[config.mk]
export PLATFORM = sky130hd
export DESIGN_NAME = probe_state_reporter
export DESIGN_NICKNAME = d
export VERILOG_FILES = /design/src/rtl/probe_rpt_pkg.sv /design/src/rtl/probe_sync.sv /design/src/rtl/probe_req_parser.sv /design/src/rtl/probe_reply_engine.sv /design/src/rtl/probe_state_reporter.sv
export SDC_FILE = /design/constraint.sdc
export NUM_CORES = 1
export LEC_CHECK = 0
export BUFFER_PORTS_ARGS = -buffer_cell sky130_fd_sc_hd__buf_4
export CAP_MARGIN = 25
export CORE_ASPECT_RATIO = 0.9
export CORE_MARGIN = 1.5
export CORE_UTILIZATION = 40
export CTS_BUF_LIST = sky130_fd_sc_hd__clkbuf_8 sky130_fd_sc_hd__clkbuf_16
export DETAILED_ROUTE_END_ITERATION = 16
export GPL_TIMING_DRIVEN = 1
export PLACE_DENSITY = 0.61
export RECOVER_POWER = 25
export SKIP_CTS_REPAIR_TIMING = 1
export SYNTH_ARGS = -nofsm -noshare
export SYNTH_HDL_FRONTEND = slang
export SYNTH_HIERARCHICAL = 1
export SYNTH_SLANG_ARGS = --single-unit
[constraint.sdc]
create_clock -name clk -period 2.4 [get_ports clk]
set_clock_uncertainty 0.1 [all_clocks]
set_input_delay 0.24 -clock clk [delete_from_list [all_inputs] [get_ports clk]]
set_output_delay 0.24 -clock clk [all_outputs]
set_load 0.02 [all_outputs]
[src/rtl/probe_rpt_pkg.sv]
package probe_rpt_pkg;
   localparam logic [7:0] REQ_HEADER = 8'h19;

   // width of the index field at the top of a reply byte
   function automatic int unsigned reply_idx_width(input int unsigned n);
      return ($clog2(n) < 4) ? 4 : $clog2(n);
   endfunction

   typedef enum logic [0:0] {
      PS_HEADER = 1'b0,
      PS_ARG    = 1'b1
   } parse_state_e;
endpackage

[src/rtl/probe_sync.sv]
module probe_sync #(
   parameter int WIDTH  = 18,
   parameter int STAGES = 2
) (
   input  logic             clk,
   input  logic             rst_n,
   input  logic [WIDTH-1:0] d_async,
   output logic [WIDTH-1:0] q_sync
);
   logic [WIDTH-1:0] chain [STAGES];

   for (genvar s = 0; s < STAGES; s++) begin : g_stage
      if (s == 0) begin : g_first
         always_ff @(posedge clk) begin
            if (!rst_n) chain[0] <= '0;
            else        chain[0] <= d_async;
         end
      end else begin : g_next
         always_ff @(posedge clk) begin
            if (!rst_n) chain[s] <= '0;
            else        chain[s] <= chain[s-1];
         end
      end
   end

   assign q_sync = chain[STAGES-1];
endmodule

[src/rtl/probe_req_parser.sv]
module probe_req_parser
   import probe_rpt_pkg::*;
(
   input  logic       clk,
   input  logic       rst_n,
   input  logic       accept,
   input  logic [7:0] byte_in,
   output logic       req
);
   parse_state_e state_q;

   always_ff @(posedge clk) begin
      if (!rst_n) begin
         state_q <= PS_HEADER;
         req     <= 1'b0;
      end else begin
         req <= 1'b0;
         if (accept) begin
            unique case (state_q)
               PS_HEADER: if (byte_in == REQ_HEADER) state_q <= PS_ARG;
               PS_ARG: begin
                  if (byte_in[7]) begin
                     req     <= 1'b1;
                     state_q <= PS_HEADER;
                  end else if (byte_in != REQ_HEADER) begin
                     state_q <= PS_HEADER;
                  end
               end
               default: state_q <= PS_HEADER;
            endcase
         end
      end
   end
endmodule

[src/rtl/probe_reply_engine.sv]
module probe_reply_engine
   import probe_rpt_pkg::*;
#(
   parameter int NUM_PROBES = 18
) (
   input  logic                  clk,
   input  logic                  rst_n,
   input  logic                  req,
   input  logic [NUM_PROBES-1:0] levels,
   input  logic                  tx_ready,
   output logic                  tx_valid,
   output logic [7:0]            tx_data,
   output logic                  busy
);
   localparam int IDX_W = reply_idx_width(NUM_PROBES);
   localparam logic [IDX_W-1:0] LAST_IDX = IDX_W'(NUM_PROBES - 1);

   logic [NUM_PROBES-1:0] snap_q;
   logic [NUM_PROBES-1:0] shown_q;
   logic [IDX_W-1:0]      idx_q;

   always_ff @(posedge clk) begin
      if (!rst_n) begin
         busy    <= 1'b0;
         idx_q   <= '0;
         snap_q  <= '0;
         shown_q <= '0;
      end else if (req && !busy) begin
         snap_q <= levels;
         idx_q  <= '0;
         busy   <= 1'b1;
      end else if (busy && tx_ready) begin
         if (idx_q == LAST_IDX) begin
            busy    <= 1'b0;
            shown_q <= snap_q;
         end else begin
            idx_q <= idx_q + 1'b1;
         end
      end
   end

   logic now_lvl, was_lvl;
   always_comb begin
      now_lvl            = snap_q[idx_q];
      was_lvl            = shown_q[idx_q];
      tx_data            = '0;
      tx_data[7 -: IDX_W] = idx_q;
      tx_data[2]         = was_lvl & ~now_lvl;
      tx_data[1]         = ~was_lvl & now_lvl;
      tx_data[0]         = now_lvl;
   end

   assign tx_valid = busy;
endmodule

[src/rtl/probe_state_reporter.sv]
module probe_state_reporter
   import probe_rpt_pkg::*;
#(
   parameter int NUM_PROBES  = 18,
   parameter int SYNC_STAGES = 2
) (
   input  logic                  clk,
   input  logic                  rst_n,
   input  logic [NUM_PROBES-1:0] probe_in,
   input  logic                  rx_valid,
   output logic                  rx_ready,
   input  logic [7:0]            rx_data,
   output logic                  tx_valid,
   input  logic                  tx_ready,
   output logic [7:0]            tx_data
);
   if (NUM_PROBES < 1 || NUM_PROBES > 32) begin : g_bad_count
      $error("NUM_PROBES must lie in 1..32 so the index fits above the flag bits");
   end
   if (SYNC_STAGES < 2) begin : g_bad_sync
      $error("SYNC_STAGES must be at least 2");
   end

   logic [NUM_PROBES-1:0] levels;
   logic                  req;
   logic                  busy;

   probe_sync #(.WIDTH(NUM_PROBES), .STAGES(SYNC_STAGES)) u_sync (
      .clk     (clk),
      .rst_n   (rst_n),
      .d_async (probe_in),
      .q_sync  (levels)
   );

   assign rx_ready = ~(busy | req);

   probe_req_parser u_parser (
      .clk     (clk),
      .rst_n   (rst_n),
      .accept  (rx_valid & rx_ready),
      .byte_in (rx_data),
      .req     (req)
   );

   probe_reply_engine #(.NUM_PROBES(NUM_PROBES)) u_engine (
      .clk      (clk),
      .rst_n    (rst_n),
      .req      (req),
      .levels   (levels),
      .tx_ready (tx_ready),
      .tx_valid (tx_valid),
      .tx_data  (tx_data),
      .busy     (busy)
   );
endmodule

# [Word level (Yosys, flattened, before mapping)]
# Memories as Yosys holds them, arrays and structs flattened. A register that Yosys moved wholly into a read port is not among the register bits.
# Index checks and enable logic that the tools add are counted.
[word_totals] regBits=26 ramBits=36 input_bits=30 out_inout_bits=10 word_cells=51 memories=1
[mem_list] name="u_sync.chain" words=2 width=18 rd=2 rd_ports_with_merged_regs=1 wr=2 line="probe_sync.sv:10" rtl="logic [WIDTH-1:0] chain [STAGES];"
[op_classes] add_sub_neg=1 n_lt_le_gt_ge=1 n_eq_ne=3 n_mux=16 n_bitwise=13 n_reduce_logical=11
[ops] operator="$mux W18" count=2
[ops] operator="$mux W1" count=11
[ops] operator="$bmux W1 S5" count=2
[ops] operator="$eq A8 B5 Y1 const B" count=1
[ops] operator="$ne A8 B5 Y1 const B" count=1
[ops] operator="$not A1 Y1" count=7
[ops] operator="$lt A5 B6 Y1 const B" count=1
[ops] operator="$reduce_and A3 Y1" count=2
[ops] operator="$add A5 B1 Y5 const B" count=1
[ops] operator="$eq A5 B5 Y1 const B" count=1
[ops] operator="$reduce_and A2 Y1" count=2
[ops] operator="$reduce_bool A2 Y1" count=2
[ops] operator="$and A1 B1 Y1" count=3
[ops] operator="$or A1 B1 Y1" count=3
[ops] operator="$logic_and A1 B1 Y1" count=2
[ops] operator="$logic_not A1 Y1" count=2
[ops] operator="$pmux W1 S2" count=1
[ops] operator="$reduce_or A2 Y1" count=1

# [Logic depth before layout (Yosys ltp)]
# Gate-level depths: netlist of run 1.
[logic_depth] ltp_word=4 depth_mapped=9

# [By module]
# The synthesis of run 1 kept the hierarchy.
[modules_own_cells] module="probe_reply_engine" instances=1 cells_per_inst=224 area_per_inst_um2=2026.9
[modules_own_cells] module="probe_sync" instances=1 cells_per_inst=75 area_per_inst_um2=1006.0
[modules_own_cells] module="probe_req_parser" instances=1 cells_per_inst=7 area_per_inst_um2=95.1
[modules_own_cells] module="probe_state_reporter" instances=1 cells_per_inst=2 area_per_inst_um2=16.3

# [Worst setup path before layout of run 1]
# OpenSTA, ideal clock, no wires.
[synth_timing] kind="register -> output" from="register u_engine.idx_q[0]" to="output port tx_data[2]" arrival_ns=1.912 required_ns=2.060 path_slack_ns=0.148 path_stages_with_launch=5 n_path_buf=1 cell_sequence="dfxtp_1 buf_6 mux4_2 o21a_1 a211oi_1"
[synth_via] elab_chain_len=4 elab_cells_between_ends=6
[synth_rtl] item="start: declaration" line="probe_reply_engine.sv:20" rtl="logic [IDX_W-1:0] idx_q;"
[synth_rtl] item="start signal: assignment" line="probe_reply_engine.sv:37" rtl="idx_q <= idx_q + 1'b1;"
[synth_rtl] item="$bmux W1 S5" line="probe_reply_engine.sv:44" rtl="now_lvl = snap_q[idx_q];"
[synth_rtl] item="$mux W1 (implied by the code)" line="probe_reply_engine.sv:44"
[synth_rtl] item="$not A1 Y1" line="probe_reply_engine.sv:48" rtl="tx_data[2] = was_lvl & ~now_lvl;"
[synth_rtl] item="$and A1 B1 Y1 *" line="probe_reply_engine.sv:48"
[synth_rtl] item="end: declaration" line="probe_state_reporter.sv:15" rtl="output logic [7:0] tx_data"
# Mark *: on every way between the ends. The rest lies on a longest branch, timed or not. The select of a mux whose other input is x is not followed.

# [Worst setup path in the final report of run 1]
[layout_timing] from="register u_engine.idx_q[1]" to="output port tx_data[0]"
[layout_via] elab_chain_len=2
[layout_rtl] item="$bmux W1 S5" line="probe_reply_engine.sv:44"
[layout_rtl] item="$mux W1 (implied by the code)" line="probe_reply_engine.sv:44"
# No other way between the ends. The select of a mux whose other input is x is not followed.

==> flow_metrics.py, run 1 <==
metrics = {
    "clocking": {
        "clockRootBuffer": "clkbuf_8",
        "cts.sinks": 80,
        "cts_max_level": 3,
        "numCtsBuffers": 9,
        "clkTransAtPathRegs_ns": 0.09,
        "clockBufferDepth": 2,
        "clk_latency_ns": 0.35,
        "cts_tree": "built",
    },
    "critical_path": {
        "end_kind": "primary output",
        "worst-setup-path-type": "flop to primary output",
        "slowest_delay_ns": 0.52,
        "crit_chain": "mux4_2 > mux2i_1 > o31ai_1 > or2_1 > buf_4",
        "cp-start-kind": "flop",
        "crit_slowest_cell": "mux4_2",
        "cp.required_ns": 2.06,
        "cp.arrival_ns": 1.96,
        "path_max_fanout": 8,
    },
    "sta": {
        "rsz0062_at_grt": "no",
        "relSlewSlack": -0.110,
        "setup_ws_ns": 0.104,
        "max_freq_mhz": 436,
        "hold_viol": 0,
        "finalCriticalPeriod_ns": 2.30,
        "slew_viol_final": 50,
        "finalSetupViolations": 0,
        "fin_crit_sh": 0.957,
        "max_slew.worst_pin.slew_ns": 1.66,
    },
    "logic_synthesis": {
        "synth_nets": 340,
        "synthesis.area_mm2": 0.00314,
        "syn_avg_cell_area_um2": 10.2,
        "ys_warn_count": 6,
        "synth.top_cell.area_share": 0.509,
        "async_reset_ff_frac": 0,
        "synth_cell_types": 42,
        "synthFlopType": "dfxtp_1",
        "synth_top_area_cell": "dfxtp_1",
        "synth_cells": 308,
        "synthMostInstantiatedCell": "dfxtp_1",
        "synth_edf_count": 0,
        "synth_area_leaders": "dfxtp_1 (51%), a21boi_0 (8.6%), and2_2 (8.6%)",
        "ys_top_cells_by_count": "dfxtp_1 (80), nand2_1 (58), a21boi_0 (36), and2_2 (36), o21ai_0 (20)",
        "ys_seq_area_frac": 0.509,
        "ys_seq_elements": 80,
    },
    "pwr": {
        "power_density_mw_per_mm2": 646,
        "seqPwrFrac": 0.542,
        "ir_drop_v": 0.000412,
        "swShare": 0.228,
        "p_total_w": 0.00251,
        "power.leakage_nw": 1.48,
        "combPwrFrac": 0.043,
        "p_clk_frac": 0.415,
        "switchingPower_w": 0.000572,
        "p_int_w": 0.00193,
    },
    "route": {
        "drtPass1Iterations": 4,
        "wl_per_cell_um": 12.0,
        "vias": 2208,
        "drcViolationCount": 0,
        "dr.first_iter.drc_count": 115,
        "via_per_inst": 4.75,
        "wl_um": 5560,
        "ant_nets": 0,
    },
    "grt": {
        "grt_max_degree": 50,
        "grt_pass1_vias": 1977,
        "track_usage": 0.146,
        "overflow": 0,
        "grt_pass1_wl_um": 9310,
        "antenna_found_initial": 0,
    },
    "place": {
        "dpl.hpwl_um": 3680,
        "place_ws_ns": 0.207,
        "gp_congestion": 0.798,
        "placed_cell_area_mm2": 0.00348,
        "port-buffer-count": 39,
    },
    "floorplanning": {
        "fp.dieW_um": 96.5,
        "io_pins": 40,
        "rows": 30,
        "start_util": 0.415,
        "die_y_um": 87.1,
        "die-area_mm2": 0.00840,
        "core_mm2": 0.00758,
    },
    "run_status": {
        "status": "finished, violations left",
        "failed_checks": "max-capacitance violations, max-slew violations",
    },
    "layout": {
        "design_area_mm2": 0.00388,
        "drive_above_1_share": 0.312,
        "area_growth_pct": 23.4,
        "final_nets": 396,
        "n_antenna_cell": 0,
    },
    "job": {
        "drv_cap": 1,
    },
    "min_path": {
        "hp-class": "input pin to flop",
    },
}
-- power groups by stage --
stage,combinational [W],clock [W],sequential [W]
final,0.000109,0.00104,0.00136
after global routing,0.000121,0.00113,0.00136
after CTS,0.0000875,0.00106,0.00136
after detailed placement,0.0000874,0,0.00139
after global placement,0.0000860,0,0.00139
after floorplan,0.0000440,0,0.00139
-- cell usage in the layout (no fill, tap or decap), drive strengths merged, types with 5 or more instances in the layout --
cell / n
mux2i: 6
nor2: 8
o21ai: 20
dfxtp: 80
buf: 44
nand2: 58
inv: 5
and2: 37
a21boi: 36
dlygate4sd3: 18
clkbuf: 14
mux4: 6
-- registers in the layout, indices dropped and copies added (netlist names) --
name              flops
u_sync/chain         36
u_engine/shown_q     18
u_engine/snap_q      18
u_engine/idx_q        5
u_engine/busy         1
u_parser/req          1
u_parser/state_q      1
-- cells by family (layout without fill, tap and decap cells) --
family	count (synthesis)	in the layout	synth area share
AND/OR/NAND/NOR	120	120	0.214
flip-flops	80	80	0.509
AO/OA/AOI/OAI	65	65	0.142
buffers and inverters	23	84	0.0458
multiplexers	14	14	0.0692
XOR/XNOR	4	4	0.0111
adder cells (fa/ha/maj)	2	2	0.00796
-- path summary, 6_finish.rpt --
kind	from	to	slack (ns)	cells after the start
setup / recovery	u_engine/idx_q[1]	tx_data[0]	0.10	5
hold / removal	rx_data[7]	u_parser/req	0.08	2
setup reg to reg	u_engine/idx_q[0]	u_engine/shown_q[16]	0.43	7
hold reg to reg	u_sync/chain[0][1]	u_sync/chain[1][1]	0.35	1
-- per-layer routing --
metal,track usage,vias up,wire length [um]
li1,-,1144,-
met1,0.207,1007,2890
met2,0.205,55,2380
met4,0.0435,0,23
met5,0,-,0
met3,0.0550,2,261
-- worst max-delay path: cells and delay by family (launching register included) --
family,cells,cell delay (ns)
AO/OA/AOI/OAI,1,0.11
buffers and inverters,1,0.16
flip-flops,1,0.43
multiplexers,2,0.67
AND/OR/NAND/NOR,1,0.23
-- final cells by class --
type	count	area (um^2)
Fill cell	705	3700
Multi-Input combinational cell	205	1400
Inverter	1	3.75
Clock buffer	9	124
Tap cell	96	120
Sequential cell	80	1610
Timing Repair Buffer	67	542
Clock inverter	7	86.3
-- stage by stage --
| stage | hold WS [ns] | instances | TNS [ns] | utilization |
|---|---|---|---|---|
| detailed placement | 0.331 | 429 | 0 | 0.459 |
| finish | 0.0801 | 465 | 0 | 0.512 |
| global route | 0.0684 | 465 | 0 | 0.512 |
| global placement | 0.329 | 429 | 0 | 0.459 |
| floorplan | 0.276 | 308 | 0 | - |
| CTS | -0.0142 | 445 | -0.567 | 0.486 |
Power figures use the tool's default switching activity.
==> run 2, diff against run 1 <==
==> constraint.sdc (replaced) <==
create_clock -name clk -period 2.4 [get_ports clk]
set_clock_uncertainty 0.1 [all_clocks]
set_input_delay 0.48 -clock clk [delete_from_list [all_inputs] [get_ports clk]]
set_output_delay 0.48 -clock clk [all_outputs]
set_load 0.02 [all_outputs]
==> run 2 against run 1 <==
Net effect: count of clock-buffer cells in the layout unchanged; clock power is 5% lower; largest power group unchanged; core utilization shrank 2.0 points; total power down 3.0%; worst hold slack gained 0.17 ns; register-to-register slack worse by 0.07 ns; cell count shrank 3.9%; setup slack worse by 0.19 ns; combinational power down 22%; the flow finishes with violations (negative setup slack); critical path depth unchanged; non-clock buffer count down 18; cell area down 3.9%.
==> flow_metrics.py, run 2 (synthesis gave the netlist of run 1 again) <==
metrics = {
    "critical_path": {
        "reg2reg_slack_ns": 0.36,
        "cp.arrival_ns": 1.91,
        "worstReg2RegStart": "u_engine/idx_q[1]",
        "cp.required_ns": 1.82,
        "reg2regPathDepth": 7,
        "cp-start-kind": "flop",
        "path_max_fanout": 5,
        "end_kind": "primary output",
        "r2r_end": "u_engine/shown_q[11]",
        "worst-setup-path-type": "flop to primary output",
    },
    "grt": {
        "track_usage": 0.153,
        "grt_pass1_vias": 2097,
        "grt_pass1_wl_um": 9720,
        "grt_max_degree": 46,
        "antenna_found_initial": 0,
        "overflow": 0,
    },
    "run_status": {
        "failed_checks": "negative setup slack",
        "status": "finished, violations left",
    },
    "clocking": {
        "clockRootBuffer": "clkbuf_8",
        "numCtsBuffers": 9,
        "clk_latency_ns": 0.35,
        "clockBufferDepth": 2,
        "clkTransAtPathRegs_ns": 0.08,
        "cts_max_level": 3,
        "cts.sinks": 80,
        "cts_tree": "built",
    },
    "sta": {
        "timing.setup.tns_ns": -0.209,
        "hold_ws_ns": 0.247,
        "rsz0062_at_grt": "yes",
        "max_freq_mhz": 402,
        "setup_ws_ns": -0.0882,
        "fin_crit_sh": 1.04,
        "finalCriticalPeriod_ns": 2.49,
        "hold_viol": 0,
        "slew_viol_final": 0,
        "max_slew.worst_pin.slew_ns": 1.16,
        "relSlewSlack": 0.227,
        "finalSetupViolations": 3,
    },
    "layout": {
        "fin_util": 0.492,
        "final_cell_mix": "dfxtp_1 (77), nand2_1 (58), buf_4 (43)",
        "final_cells": 447,
        "n_antenna_cell": 0,
        "final_nets": 378,
        "top_regs": "u_sync/chain x36, u_engine/shown_q x18, u_engine/snap_q x18",
        "drive_above_1_share": 0.342,
        "area_growth_pct": 18.6,
        "top_register": "u_sync/chain",
        "mostFrequentLayoutCell": "dfxtp_1",
        "largest_register_ffs": 36,
    },
    "min_path": {
        "hold_path_startpoint": "probe_in[11]",
        "hold_path_end": "u_sync/chain[0][11]",
        "hold_depth": 2,
        "hp-class": "input pin to flop",
    },
    "floorplanning": {
        "rows": 30,
        "start_util": 0.415,
        "die-area_mm2": 0.00840,
        "fp.dieW_um": 96.5,
        "die_y_um": 87.1,
        "core_mm2": 0.00758,
        "io_pins": 40,
    },
    "place": {
        "place_inst": 431,
        "dpl.hpwl_um": 3800,
        "port-buffer-count": 39,
        "place_ws_ns": 0.115,
        "gp_congestion": 0.823,
    },
    "route": {
        "drtPass1Iterations": 4,
        "ant_nets": 0,
        "via_per_inst": 4.88,
        "wl_per_cell_um": 12.9,
        "dr.first_iter.drc_count": 95,
        "vias": 2180,
        "drcViolationCount": 0,
        "wl_um": 5770,
    },
    "job": {
        "drv_cap": 0,
    },
    "pwr": {
        "power_density_mw_per_mm2": 652,
        "ir_drop_v": 0.000364,
        "power.leakage_nw": 1.41,
    },
}
==> run 2: per-layer routing <==
metal	global-route usage	up-vias	share of wire
met4	0.0553	0	0.013
met5	0	-	0
met2	0.236	49	0.45
met3	0.0471	10	0.051
met1	0.202	1007	0.49
li1	-	1114	-
==> run 2: through the flow <==
stage / total power, W / area [um^2]
global placement: 0.00148 / 3500
global route: 0.00254 / 3730
floorplan: 0.00143 / 3150
CTS: 0.00247 / 3700
finish: 0.00243 / 3730
detailed placement: 0.00148 / 3500
==> run 2: how the worst max path moves through the flow <==
stage | from | end | slack (ns) | depth (start not counted)
finish | u_engine/idx_q[1] | tx_data[1] | -0.09 | 5
global placement | u_engine/idx_q[1] | tx_data[1] | 0.13 | 5
detailed placement | u_engine/idx_q[1] | tx_data[2] | 0.11 | 6
global route | u_engine/idx_q[1] | tx_data[1] | -0.21 | 5
CTS | u_engine/idx_q[1] | tx_data[2] | -0.30 | 6
floorplan | u_engine/idx_q[0] | tx_data[2] | 0.09 | 4
==> run 2: layout make-up <==
type / instances / area (um^2)
clock buffers: 9 / 124
clock inverters: 7 / 78.8
fillers: 755 / 3850
inverters: 1 / 3.75
multi-input cells: 205 / 1420
flip-flops and latches: 80 / 1610
well taps: 96 / 120
repair buffers: 49 / 377
==> run 2: worst max-delay path: stages, from the launching register on <==
cell and delay (ns):
dfxtp_4 0.40, mux4_2 0.50, mux2i_1 0.18, o31a_1 0.21
o211a_1 0.17, buf_6 0.11
==> run 2: report_power, final <==
part	switching [W]	internal, W	total, W	leakage [nW]
sequential	0.00000555	0.00135	0.00136	0.654
combinational	0.0000269	0.0000581	0.0000850	0.661
clock	0.000495	0.000492	0.000987	0.0982
total	0.000527	0.00190	0.00243	1.41
==> run 3, diff against run 2 <==
Settings changed: CORE_UTILIZATION 40 to 39, PLACE_DENSITY 0.61 to 0.59.
==> run 3 against run 2 <==
Net effect: the flow finishes with violations (max-capacitance violations, max-slew violations, negative setup slack); worst hold slack about the same; core utilization down 1.0 points; sequential share of layout area increased by 0.29 points; non-clock buffer count shrank 1; total power down 0.97%; cell area fell by 0.67%; register-to-register slack better by 0.05 ns; critical endpoint is now tx_data[0]; largest cell class unchanged; highest routed layer unchanged.
==> flow_metrics.py, run 3 (synthesis gave the netlist of run 1 again) <==
metrics = {
    "clocking": {
        "clockBufferDepth": 2,
        "clk_latency_ns": 0.35,
        "cts_tree": "built",
        "clkTransAtPathRegs_ns": 0.08,
        "clockRootBuffer": "clkbuf_8",
        "numCtsBuffers": 9,
        "cts_max_level": 3,
        "cts.sinks": 80,
    },
    "critical_path": {
        "startpoint": "u_engine/idx_q[1]",
        "worstReg2RegStart": "u_engine/idx_q[0]",
        "end_kind": "primary output",
        "reg2reg_slack_ns": 0.41,
        "cp.required_ns": 1.82,
        "cp.arrival_ns": 1.94,
        "worst-setup-path-type": "flop to primary output",
        "path_max_fanout": 5,
        "cp-start-kind": "flop",
    },
    "place": {
        "gp_congestion": 0.779,
        "place_ws_ns": 0.0902,
        "dpl.hpwl_um": 3840,
        "port-buffer-count": 39,
    },
    "layout": {
        "top_register": "u_sync/chain",
        "n_antenna_cell": 0,
        "top_regs": "u_sync/chain x36, u_engine/shown_q x18, u_engine/snap_q x18",
        "final_cell_mix": "dfxtp_1 (77), nand2_1 (58), buf_4 (45)",
        "largest_register_ffs": 36,
        "mostFrequentLayoutCell": "dfxtp_1",
        "final_nets": 377,
        "drive_above_1_share": 0.334,
        "area_growth_pct": 17.8,
    },
    "floorplanning": {
        "core_mm2": 0.00769,
        "start_util": 0.409,
        "io_pins": 40,
        "rows": 30,
        "die_y_um": 88.2,
        "fp.dieW_um": 97.6,
        "die-area_mm2": 0.00861,
    },
    "route": {
        "ant_nets": 0,
        "drtPass1Iterations": 4,
        "dr.first_iter.drc_count": 73,
        "drcViolationCount": 0,
        "vias": 2156,
        "via_per_inst": 4.83,
        "wl_per_cell_um": 12.4,
        "wl_um": 5510,
    },
    "grt": {
        "grt_pass1_wl_um": 9840,
        "overflow": 0,
        "grt_max_degree": 50,
        "track_usage": 0.146,
        "grt_pass1_vias": 2137,
        "antenna_found_initial": 0,
    },
    "sta": {
        "relSlewSlack": -0.0339,
        "finalCriticalPeriod_ns": 2.52,
        "setup_ws_ns": -0.115,
        "max_slew.worst_pin.slew_ns": 1.55,
        "finalSetupViolations": 3,
        "rsz0062_at_grt": "yes",
        "timing.setup.tns_ns": -0.290,
        "fin_crit_sh": 1.05,
        "hold_viol": 0,
        "slew_viol_final": 50,
        "max_freq_mhz": 398,
    },
    "min_path": {
        "hold_path_startpoint": "probe_in[13]",
        "hp-class": "input pin to flop",
    },
    "job": {
        "drv_cap": 1,
    },
    "run_status": {
        "status": "finished, violations left",
        "failed_checks": "max-capacitance violations, max-slew violations, negative setup slack",
    },
    "pwr": {
        "power.leakage_nw": 1.41,
        "ir_drop_v": 0.000378,
        "power_density_mw_per_mm2": 650,
    },
}
-- run 3: cell count changes in the layout (fill, tap and decap cells not counted), sizes merged --
| cell | previous run | this run |
|---|---|---|
| clkbuf | 11 | 10 |
| inv | 4 | 3 |
| clkinv | 1 | 3 |
| clkinvlp | 2 | 1 |
-- run 3: final cells by class --
cell class	count	area (um^2)
fill	732	3990
sequential	80	1610
multi-input combinational	205	1410
timing repair buffer	48	364
clock buffer	9	124
tap	96	120
clock inverter	7	72.6
inverter	1	3.75
-- run 3: worst max-delay path, cell delays in order, from the launching register on --
cell and delay (ns):
dfxtp_4 0.40, mux4_2 0.52, mux2i_2 0.18, o31ai_2 0.10, or2_1 0.22, buf_4 0.16
-- run 3: final timing paths --
check,cells past startpoint,to
worst max register to register,6,u_engine/shown_q[1]
worst min-delay path,2,u_sync/chain[0][13]
worst min register to register,1,u_sync/chain[1][16]
worst max-delay path,5,tx_data[0]
-- run 3: layer usage --
layer | share of wire | GRT usage | routed length (um)
met1 | 0.49 | 0.181 | 2710
met5 | 0 | 0 | 0
met2 | 0.45 | 0.234 | 2450
met4 | 0.015 | 0.0532 | 83
met3 | 0.048 | 0.0543 | 265
-- run 3: metrics by stage --
step	hold WS, ns	instances	instance area, um^2	util	total power, W
CTS	0.228	446	3690	0.479	0.00244
finish	0.247	446	3700	0.481	0.00241
detailed placement	0.328	430	3490	0.453	0.00148
global placement	0.327	430	3490	0.453	0.00148
floorplan	0.320	308	3150	-	0.00143
global route	0.219	446	3700	0.481	0.00251
-- run 3: report_power, final --
group / internal [W] / switching, W / total, W
clock: 0.000481 / 0.000481 / 0.000963
sequential: 0.00135 / 0.00000549 / 0.00136
combinational: 0.0000590 / 0.0000267 / 0.0000858
total: 0.00189 / 0.000514 / 0.00241
